File: src/rtl/bt656_pkg.sv
package bt656_pkg;
  localparam int unsigned CODE_LEN = 4;
  localparam logic [7:0]  PRE_FF   = 8'hFF;
  localparam logic [7:0]  PRE_00   = 8'h00;

  typedef enum logic [1:0] {
    K_CB = 2'd0,
    K_Y0 = 2'd1,
    K_CR = 2'd2,
    K_Y1 = 2'd3
  } smp_kind_e;
endpackage

File: src/rtl/trc_detect.sv
module trc_detect
  import bt656_pkg::*;
#(
  parameter int unsigned DW = 8
) (
  input  logic          clk_i,
  input  logic          rst_ni,
  input  logic [DW-1:0] data_i,
  output logic          hit_o,
  output logic          bad_o,
  output logic          stat_h_o,
  output logic          f_o,
  output logic          v_o,
  output logic          h_o,
  output logic          line_o,
  output logic          field_o
);
  logic [DW-1:0] d1_q, d2_q, d3_q;
  logic          pre_seen;

  assign pre_seen = (d3_q == DW'(PRE_FF)) && (d2_q == DW'(PRE_00)) && (d1_q == DW'(PRE_00));
  assign hit_o    = pre_seen && data_i[7];
  assign bad_o    = pre_seen && !data_i[7];
  assign stat_h_o = data_i[4];

  always_ff @(posedge clk_i or negedge rst_ni) begin
    if (!rst_ni) begin
      d1_q <= '0;
      d2_q <= '0;
      d3_q <= '0;
    end else begin
      d1_q <= data_i;
      d2_q <= d1_q;
      d3_q <= d2_q;
    end
  end

  always_ff @(posedge clk_i or negedge rst_ni) begin
    if (!rst_ni) begin
      f_o     <= 1'b0;
      v_o     <= 1'b0;
      h_o     <= 1'b0;
      line_o  <= 1'b0;
      field_o <= 1'b0;
    end else begin
      line_o  <= hit_o && data_i[4];
      field_o <= hit_o && (data_i[6] != f_o);
      if (hit_o) begin
        f_o <= data_i[6];
        v_o <= data_i[5];
        h_o <= data_i[4];
      end
    end
  end

  p_flags_hold_r1: assert property (@(posedge clk_i) disable iff (!rst_ni)
    !hit_o |=> $stable({f_o, v_o, h_o}));
  p_line_is_eav_r7: assert property (@(posedge clk_i) disable iff (!rst_ni)
    line_o |-> h_o);
endmodule

File: src/rtl/len_check.sv
module len_check
  import bt656_pkg::*;
#(
  parameter int unsigned ACT_LEN = 1440,
  parameter int unsigned BLK_A   = 268,
  parameter int unsigned BLK_B   = 280
) (
  input  logic clk_i,
  input  logic rst_ni,
  input  logic hit_i,
  input  logic bad_i,
  input  logic stat_h_i,
  input  logic std625_i,
  input  logic clr_i,
  output logic err_o
);
  localparam int unsigned MAXL = (ACT_LEN > BLK_B) ? ACT_LEN : BLK_B;
  localparam int unsigned CW   = $clog2(MAXL + CODE_LEN + 1);
  localparam logic [CW-1:0] EXP_ACT = CW'(ACT_LEN + CODE_LEN - 1);
  localparam logic [CW-1:0] EXP_BA  = CW'(BLK_A + CODE_LEN - 1);
  localparam logic [CW-1:0] EXP_BB  = CW'(BLK_B + CODE_LEN - 1);

  logic [CW-1:0] cnt_q;
  logic          prev_vld_q, prev_h_q;
  logic          len_bad, set_err;

  always_comb begin
    len_bad = 1'b0;
    if (prev_vld_q) begin
      if (stat_h_i == prev_h_q) len_bad = 1'b1;
      else if (stat_h_i)        len_bad = (cnt_q != EXP_ACT);
      else                      len_bad = (cnt_q != (std625_i ? EXP_BB : EXP_BA));
    end
  end

  assign set_err = bad_i || (hit_i && len_bad);

  always_ff @(posedge clk_i or negedge rst_ni) begin
    if (!rst_ni) begin
      cnt_q      <= '0;
      prev_vld_q <= 1'b0;
      prev_h_q   <= 1'b0;
    end else if (hit_i) begin
      cnt_q      <= '0;
      prev_vld_q <= 1'b1;
      prev_h_q   <= stat_h_i;
    end else if (cnt_q != '1) begin
      cnt_q <= cnt_q + 1'b1;
    end
  end

  always_ff @(posedge clk_i or negedge rst_ni) begin
    if (!rst_ni)      err_o <= 1'b0;
    else if (clr_i)   err_o <= 1'b0;
    else if (set_err) err_o <= 1'b1;
  end

  p_err_sticky_r8: assert property (@(posedge clk_i) disable iff (!rst_ni)
    err_o && !clr_i |=> err_o);
  p_bad_sets_err_r3: assert property (@(posedge clk_i) disable iff (!rst_ni)
    bad_i && !clr_i |=> err_o);
  p_clr_wins_r8: assert property (@(posedge clk_i) disable iff (!rst_ni)
    clr_i |=> !err_o);
endmodule

File: src/rtl/sample_demux.sv
module sample_demux
  import bt656_pkg::*;
#(
  parameter int unsigned DW = 8
) (
  input  logic          clk_i,
  input  logic          rst_ni,
  input  logic [DW-1:0] data_i,
  input  logic          sav_i,
  input  logic          eav_i,
  output logic [DW-1:0] y_o,
  output logic          y_valid_o,
  output logic [DW-1:0] cb_o,
  output logic          cb_valid_o,
  output logic [DW-1:0] cr_o,
  output logic          cr_valid_o
);
  logic      in_act_q;
  smp_kind_e ph_q;

  always_ff @(posedge clk_i or negedge rst_ni) begin
    if (!rst_ni) begin
      in_act_q   <= 1'b0;
      ph_q       <= K_CB;
      y_o        <= '0;
      cb_o       <= '0;
      cr_o       <= '0;
      y_valid_o  <= 1'b0;
      cb_valid_o <= 1'b0;
      cr_valid_o <= 1'b0;
    end else begin
      y_valid_o  <= 1'b0;
      cb_valid_o <= 1'b0;
      cr_valid_o <= 1'b0;
      if (sav_i) begin
        in_act_q <= 1'b1;
        ph_q     <= K_CB;
      end else if (eav_i || data_i == {DW{1'b1}}) begin
        in_act_q <= 1'b0;
      end else if (in_act_q) begin
        unique case (ph_q)
          K_CB: begin cb_o <= data_i; cb_valid_o <= 1'b1; end
          K_CR: begin cr_o <= data_i; cr_valid_o <= 1'b1; end
          default: begin y_o <= data_i; y_valid_o <= 1'b1; end
        endcase
        ph_q <= smp_kind_e'(ph_q + 2'd1);
      end
    end
  end

  p_one_strobe_r6: assert property (@(posedge clk_i) disable iff (!rst_ni)
    $onehot0({y_valid_o, cb_valid_o, cr_valid_o}));
  p_cb_first_r6: assert property (@(posedge clk_i) disable iff (!rst_ni)
    sav_i |=> !y_valid_o && !cr_valid_o);
endmodule

File: src/rtl/bt656_trc_decoder.sv
module bt656_trc_decoder #(
  parameter int unsigned DW      = 8,
  parameter int unsigned ACT_LEN = 1440,
  parameter int unsigned BLK_A   = 268,
  parameter int unsigned BLK_B   = 280
) (
  input  logic          clk_i,
  input  logic          rst_ni,
  input  logic [DW-1:0] data_i,
  input  logic          std625_i,
  input  logic          clr_err_i,
  output logic          f_o,
  output logic          v_o,
  output logic          h_o,
  output logic          line_o,
  output logic          field_o,
  output logic [DW-1:0] y_o,
  output logic          y_valid_o,
  output logic [DW-1:0] cb_o,
  output logic          cb_valid_o,
  output logic [DW-1:0] cr_o,
  output logic          cr_valid_o,
  output logic          sync_err_o
);
  logic hit, bad, stat_h;

  trc_detect #(.DW(DW)) u_det (
    .clk_i    (clk_i),
    .rst_ni   (rst_ni),
    .data_i   (data_i),
    .hit_o    (hit),
    .bad_o    (bad),
    .stat_h_o (stat_h),
    .f_o      (f_o),
    .v_o      (v_o),
    .h_o      (h_o),
    .line_o   (line_o),
    .field_o  (field_o)
  );

  len_check #(.ACT_LEN(ACT_LEN), .BLK_A(BLK_A), .BLK_B(BLK_B)) u_len (
    .clk_i    (clk_i),
    .rst_ni   (rst_ni),
    .hit_i    (hit),
    .bad_i    (bad),
    .stat_h_i (stat_h),
    .std625_i (std625_i),
    .clr_i    (clr_err_i),
    .err_o    (sync_err_o)
  );

  sample_demux #(.DW(DW)) u_dmx (
    .clk_i      (clk_i),
    .rst_ni     (rst_ni),
    .data_i     (data_i),
    .sav_i      (hit && !stat_h),
    .eav_i      (hit && stat_h),
    .y_o        (y_o),
    .y_valid_o  (y_valid_o),
    .cb_o       (cb_o),
    .cb_valid_o (cb_valid_o),
    .cr_o       (cr_o),
    .cr_valid_o (cr_valid_o)
  );

  p_no_strobe_blank_r6: assert property (@(posedge clk_i) disable iff (!rst_ni)
    (y_valid_o || cb_valid_o || cr_valid_o) |-> !h_o);
endmodule

File: config.mk
export PLATFORM = sky130hd
export DESIGN_NAME = bt656_trc_decoder
export DESIGN_NICKNAME = d
export VERILOG_FILES = /design/src/rtl/bt656_pkg.sv /design/src/rtl/trc_detect.sv /design/src/rtl/len_check.sv /design/src/rtl/sample_demux.sv /design/src/rtl/bt656_trc_decoder.sv
export SDC_FILE = /design/constraint.sdc
export NUM_CORES = 1
export LEC_CHECK = 0
export CORE_MARGIN = 2
export CORE_UTILIZATION = 35
export DETAILED_ROUTE_END_ITERATION = 10
export GPL_TIMING_DRIVEN = 0
export PLACE_DENSITY = 0.63
export SYNTH_ARGS = -nofsm -noshare
export SYNTH_HDL_FRONTEND = slang
export SYNTH_HIERARCHICAL = 1
export SYNTH_SLANG_ARGS = --single-unit
File: constraint.sdc
create_clock -name clk_i -period 7.2 [get_ports clk_i]
set_clock_uncertainty 0.1 [all_clocks]
set_input_delay 1.44 -clock clk_i [delete_from_list [all_inputs] [get_ports clk_i]]
set_output_delay 1.44 -clock clk_i [all_outputs]
set_load 0.03 [all_outputs]
# Yosys cells after proc, flatten, opt, wreduce, memory -nomap -nowiden
# Cells that the tools add are included.
[word_totals] regBits=72 out_inout_bits=33 wordCells=82
[classes] bitwise_logic=3 muxes=25 addsub=2 n_eq_ne=9 n_reduce_logical=24
[op_table] op="11-bit two-way mux" count=2
[op_table] op="11-bit inequality test (second input constant)" count=2
[op_table] op="1-bit two-way mux" count=19
[op_table] op="8-bit equality test (second input constant)" count=2
[op_table] op="8-bit zero test" count=2
[op_table] op="4-bit AND reduction" count=3
[op_table] op="11-bit by 1-bit adder with 11-bit output (second input constant)" count=1
[op_table] op="11-bit inequality test" count=1
[op_table] op="1-bit logical AND" count=8
[op_table] op="2-bit nonzero test" count=4
[op_table] op="2-bit two-way mux" count=3
[op_table] op="5-bit two-way mux" count=1
[op_table] op="1-bit NOT" count=3
[op_table] op="2-bit by 1-bit adder with 2-bit output (second input constant)" count=1
[op_table] op="2-bit equality test (second input constant)" count=1
[op_table] op="1-bit zero test" count=2
[op_table] op="2-bit zero test" count=1
[op_table] op="1-bit logical OR" count=2
[op_table] op="2-bit by 1-bit inequality test with 1-bit output (second input constant)" count=1
[op_table] op="2-bit AND reduction" count=1
[op_table] op="2-bit OR reduction" count=1
[op_table] op="1-bit equality test" count=1
[op_table] op="1-bit inequality test" count=1

# Depth between registers and ports, before layout
[logic_depth] word_depth=9 depth_mapped=8 mapped_depth_nobuf=7

# Modules after synthesis
# Netlist, hierarchy kept.
[by_module_without_submodules] mod="sample_demux" seq_area_each_um2=750.7 cells_per_inst=77 area_per_inst_um2=1253.7 n_inst=1
[by_module_without_submodules] mod="trc_detect" seq_area_each_um2=725.7 cells_per_inst=47 area_per_inst_um2=874.6 n_inst=1
[by_module_without_submodules] mod="len_check" seq_area_each_um2=350.3 cells_per_inst=79 area_per_inst_um2=802.0 n_inst=1
[by_module_without_submodules] mod="bt656_trc_decoder" seq_area_each_um2=0.0 cells_per_inst=2 area_per_inst_um2=16.3 n_inst=1

# Least setup slack after synthesis
# Ideal clock, no wire load.
[synth_path] kind="input -> register" from="input port data_i[7]" to="register u_dmx.cr_o[1]" arrival_time_ns=2.674 setup_slack_ns=4.298 cell_stages=6 n_path_buf=1 setup_ns=0.128 cell_sequence="and3_2 -> and2_2 -> nor2b_1 -> clkbuf_2 -> o2111ai_4 -> mux2_1"
[synth_via] elab_chain_cells=5
[synth_lines] item="from (decl)" line="bt656_trc_decoder.sv:9" text="input logic [DW-1:0] data_i,"
[synth_lines] item="parallel branches: the longest is 4 deep, another holds 8-bit equality test"
[synth_lines] item="4-bit AND reduction (no line) (*)"
[synth_lines] item="to (signal assigned)" line="sample_demux.sv:27" text="cr_o <= '0;"
[synth_lines] item="to (signal assigned)" line="sample_demux.sv:43" text="K_CR: begin cr_o <= data_i; cr_valid_o <= 1'b1; end"
[synth_lines] item="to (decl)" line="sample_demux.sv:15" text="output logic [DW-1:0] cr_o,"
# Every way passes the cells marked *.
# A chain may end at the register's enable or synchronous reset.

# Worst setup path in the final report
[layout_path] from="input port data_i[7]" to="register u_dmx.cr_o[4]"
[layout_via] elab_chain_cells=5
[layout_lines] item="1-bit logical AND (*)" line="trc_detect.sv:22" text="assign hit_o = pre_seen && data_i[7];"
[layout_lines] item="net hit" line="bt656_trc_decoder.sv:25" text="logic hit, bad, stat_h;"
[layout_lines] item="1-bit logical AND" line="bt656_trc_decoder.sv:57" text=".eav_i (hit && stat_h),"
[layout_lines] item="1-bit logical OR" line="sample_demux.sv:38" text="end else if (eav_i || data_i == {DW{1'b1}}) begin"
[layout_lines] item="1-bit NOT (no line)"
[layout_lines] item="4-bit AND reduction (no line) (*)"
# Mark *: on every way through the listed nets, which the timed path passes. The rest lies on a longest branch.

==> flow_metrics.py <==
metrics = {
    "clocking": {
        "clockBufferDepth": 2,
        "worstSkewPairLatency_ns": 0.34,
        "cts_root_buf": "clkbuf_8",
        "postCtsHoldBufs": 0,
        "post_cts_resized": 0,
        "clock-sinks": 73,
        "htreeDepth": 3,
        "postCtsSetupRepairBufs": 0,
        "numCtsBuffers": 9,
        "clkTransAtPathRegs_ns": 0.08,
        "tritoncts": "done",
    },
    "critical_path": {
        "critical_path.endpoint_type": "register",
        "cp-start-kind": "input port",
        "cp_cell_sequence": "clkdlybuf4s50_1, and3_2, and2_2, nor2b_1, clkbuf_2, o2111ai_4, mux2_1",
        "crit_required_ns": 7.33,
        "critPathKind": "in -> reg",
        "critPathSlowestCell": "clkdlybuf4s50_1",
        "max_stage_delay_ns": 0.61,
        "crit_fanout": 10,
        "worstPathBufferInverterCount": 2,
        "crit_family": "buffers and inverters",
        "arrival_ns": 3.62,
    },
    "global_routing": {
        "grt_max_degree": 74,
        "grt_pass1_vias": 1876,
        "grt_pass1_wl_mm": 9.480,
        "gr-total-overflow": 0,
        "grt_usage": 0.1392,
        "antenna_found_initial": 0,
    },
    "final_layout": {
        "nets": 275,
        "area_growth_syn_to_layout_pct": 26.28,
        "final_cell_mix": "73 x dfrtp_1, 43 x clkdlybuf4s50_1, 25 x mux2_2, 10 x clkbuf_8, 8 x inv_1",
        "n_antenna_cell": 0,
        "layout_commonest_cell": "dfrtp_1",
        "drive_above_1_share": 0.2377,
        "fin_cells": 370,
        "fin_area_mm2": 0.003721,
    },
    "sta": {
        "fin_crit_sh": 0.4860,
        "finalHoldViolCount": 0,
        "relSlewSlack": 0.3984,
        "rsz0062_at_grt": "no",
        "tightest_slew_ns": 0.9025,
        "fmax_mhz": 285.8,
        "slew_viol_final": 0,
        "setup-violations-final": 0,
        "finalSetupTns_ns": 0,
        "min_period_ns": 3.500,
    },
    "power_and_ir_drop": {
        "p_leak_nw": 1.687,
        "power_per_cell_area_mw_per_mm2": 216.5,
        "ir_drop_mv": 0.08376,
    },
    "floorplan": {
        "start_util": 0.3604,
        "core_region_area_mm2": 0.008175,
        "die_x_um": 95.76,
        "rows": 33,
        "fp.dieH_um": 95.76,
        "io-pin-count": 45,
        "dieArea_mm2": 0.009169,
    },
    "logic_synthesis": {
        "ys.flop_type": "dfrtp_1",
        "synth_top_area_cell": "dfrtp_1",
        "synth_top_area_frac": 0.6200,
        "ys_types": 51,
        "syn_avg_cell_area_um2": 14.37,
        "ys.warnings.count": 6,
        "synth-edff-count": 0,
        "synth_fp_nets": 220,
        "synth_cells": 205,
        "synth_area_mm2": 0.002947,
        "ys_ff_latch": 73,
        "yosys-top-cells-area": "dfrtp_1 62%, mux2_2 9.6%, o2111ai_4 2.7%",
        "async_reset_ff_frac": 1.000,
        "yosysSeqAreaShare": 0.6200,
    },
    "placed_design": {
        "hpwl_mm": 3.839,
        "place_inst": 354,
        "portBuffers": 44,
        "place_congestion": 0.8118,
        "place_area_mm2": 0.003516,
    },
    "drt": {
        "vias_per_cell": 5.114,
        "dr_total_vias": 1892,
        "drc": 0,
        "drtIter0Drc": 73,
        "drt.antenna.violating_nets": 0,
        "routedWlPerCell_um": 15.32,
        "drt_pass1_iterations": 4,
        "drt_wl_total_mm": 5.668,
    },
    "worst_hold_path": {
        "hold_path.class": "reg -> reg",
    },
    "job": {
        "drv_cap": 0,
    },
    "status": {
        "status": "finished clean",
    },
}
==> where the power goes <==
group	internal, mW	switching (mW)	total (mW)
combinational	0.0236	0.0281	0.0517
clock	0.172	0.157	0.329
sequential	0.419	0.00508	0.424
==> registers in the layout, summed over array words and instances (netlist names) <==
name	cells
u_dmx/cb_o	8
u_det/field_o	1
u_len/prev_h_q	1
u_dmx/y_o	8
u_det/v_o	1
u_dmx/cb_valid_o	1
u_det/d1_q	8
u_dmx/in_act_q	1
u_len/prev_vld_q	1
u_det/h_o	1
u_det/d2_q	8
u_dmx/cr_o	8
u_det/f_o	1
u_dmx/ph_q	2
u_det/d3_q	8
u_len/cnt_q	11
u_len/err_o	1
u_dmx/cr_valid_o	1
u_det/line_o	1
u_dmx/y_valid_o	1
==> layer usage <==
metal / part of all wire / vias to the layer above / GRT usage
met5: 0 / - / 0
met4: 0.021 / 0 / 0.07143
met3: 0.038 / 11 / 0.03132
met2: 0.46 / 36 / 0.2069
met1: 0.48 / 972 / 0.1914
li1: - / 873 / -
==> stage by stage <==
stage          total power [mW]    util  hold WS (ns)  setup slack (ns)
2_1_floorplan            0.4607       -        0.2454             4.298
3_3_place_gp             0.4849  0.4304        0.2517             2.139
3_5_place_dp             0.4854  0.4301        0.2570             3.299
4_1_cts                  0.8165  0.4552        0.2755             3.674
5_1_grt                  0.8426  0.4552        0.2849             3.569
6_report                 0.8056  0.4552        0.2702             3.700
==> final cells by class <==
class                      instances  area, µm²
multi-input combinational        116       1036
clock buffer                      11      141.4
buffer                             8      53.80
clock inverter                     5      63.81
tap                              105      131.4
fill                             764       4454
timing repair buffer              44      437.9
inverter                           8      30.03
sequential                        73       1827
==> cells by family (layout without fill, tap and decap cells) <==
kind of cell | count (synthesis) | in the layout | synth area share
mux | 30 | 30 | 0.1146
fa+ha+maj | 3 | 3 | 0.01274
flops | 73 | 73 | 0.6200
buf+inv | 16 | 76 | 0.02845
compound gates | 31 | 31 | 0.09639
simple gates | 50 | 50 | 0.1219
xor+xnor | 2 | 2 | 0.005946
==> final timing paths <==
path	startpoint	end	slack, ns	depth (start not counted)
worst max-delay path	data_i[7]	u_dmx/cr_o[4]$_DFFE_PN0P_	3.70	7
worst min-delay path	u_det/d2_q[1]$_DFF_PN0_	u_det/d3_q[1]$_DFF_PN0_	0.27	0
worst max register to register	u_det/d1_q[1]$_DFF_PN0_	u_dmx/cr_o[0]$_DFFE_PN0P_	4.31	8
worst min register to register	u_det/d2_q[1]$_DFF_PN0_	u_det/d3_q[1]$_DFF_PN0_	0.27	0
max in group asynchronous	rst_ni	u_dmx/cr_valid_o$_DFF_PN0_	5.29	1
min in group asynchronous	rst_ni	u_dmx/cb_o[3]$_DFFE_PN0P_	1.11	1
==> Yosys cell counts (all sizes together), types with 2 or more instances <==
master,number
dfrtp,73
nand4,6
nand3,5
and2,3
a21oi,3
and3,4
ha,3
a31oi,6
nor2b,2
nor4,3
o31ai,2
a211oi,4
mux2,30
o2111ai,4
or4,4
or2,3
and4,3
o21a,2
buf,6
nor3,4
inv,8
nor2,6
o21ai,2
clkbuf,2
Note: power is estimated with default switching activity, not from simulation.
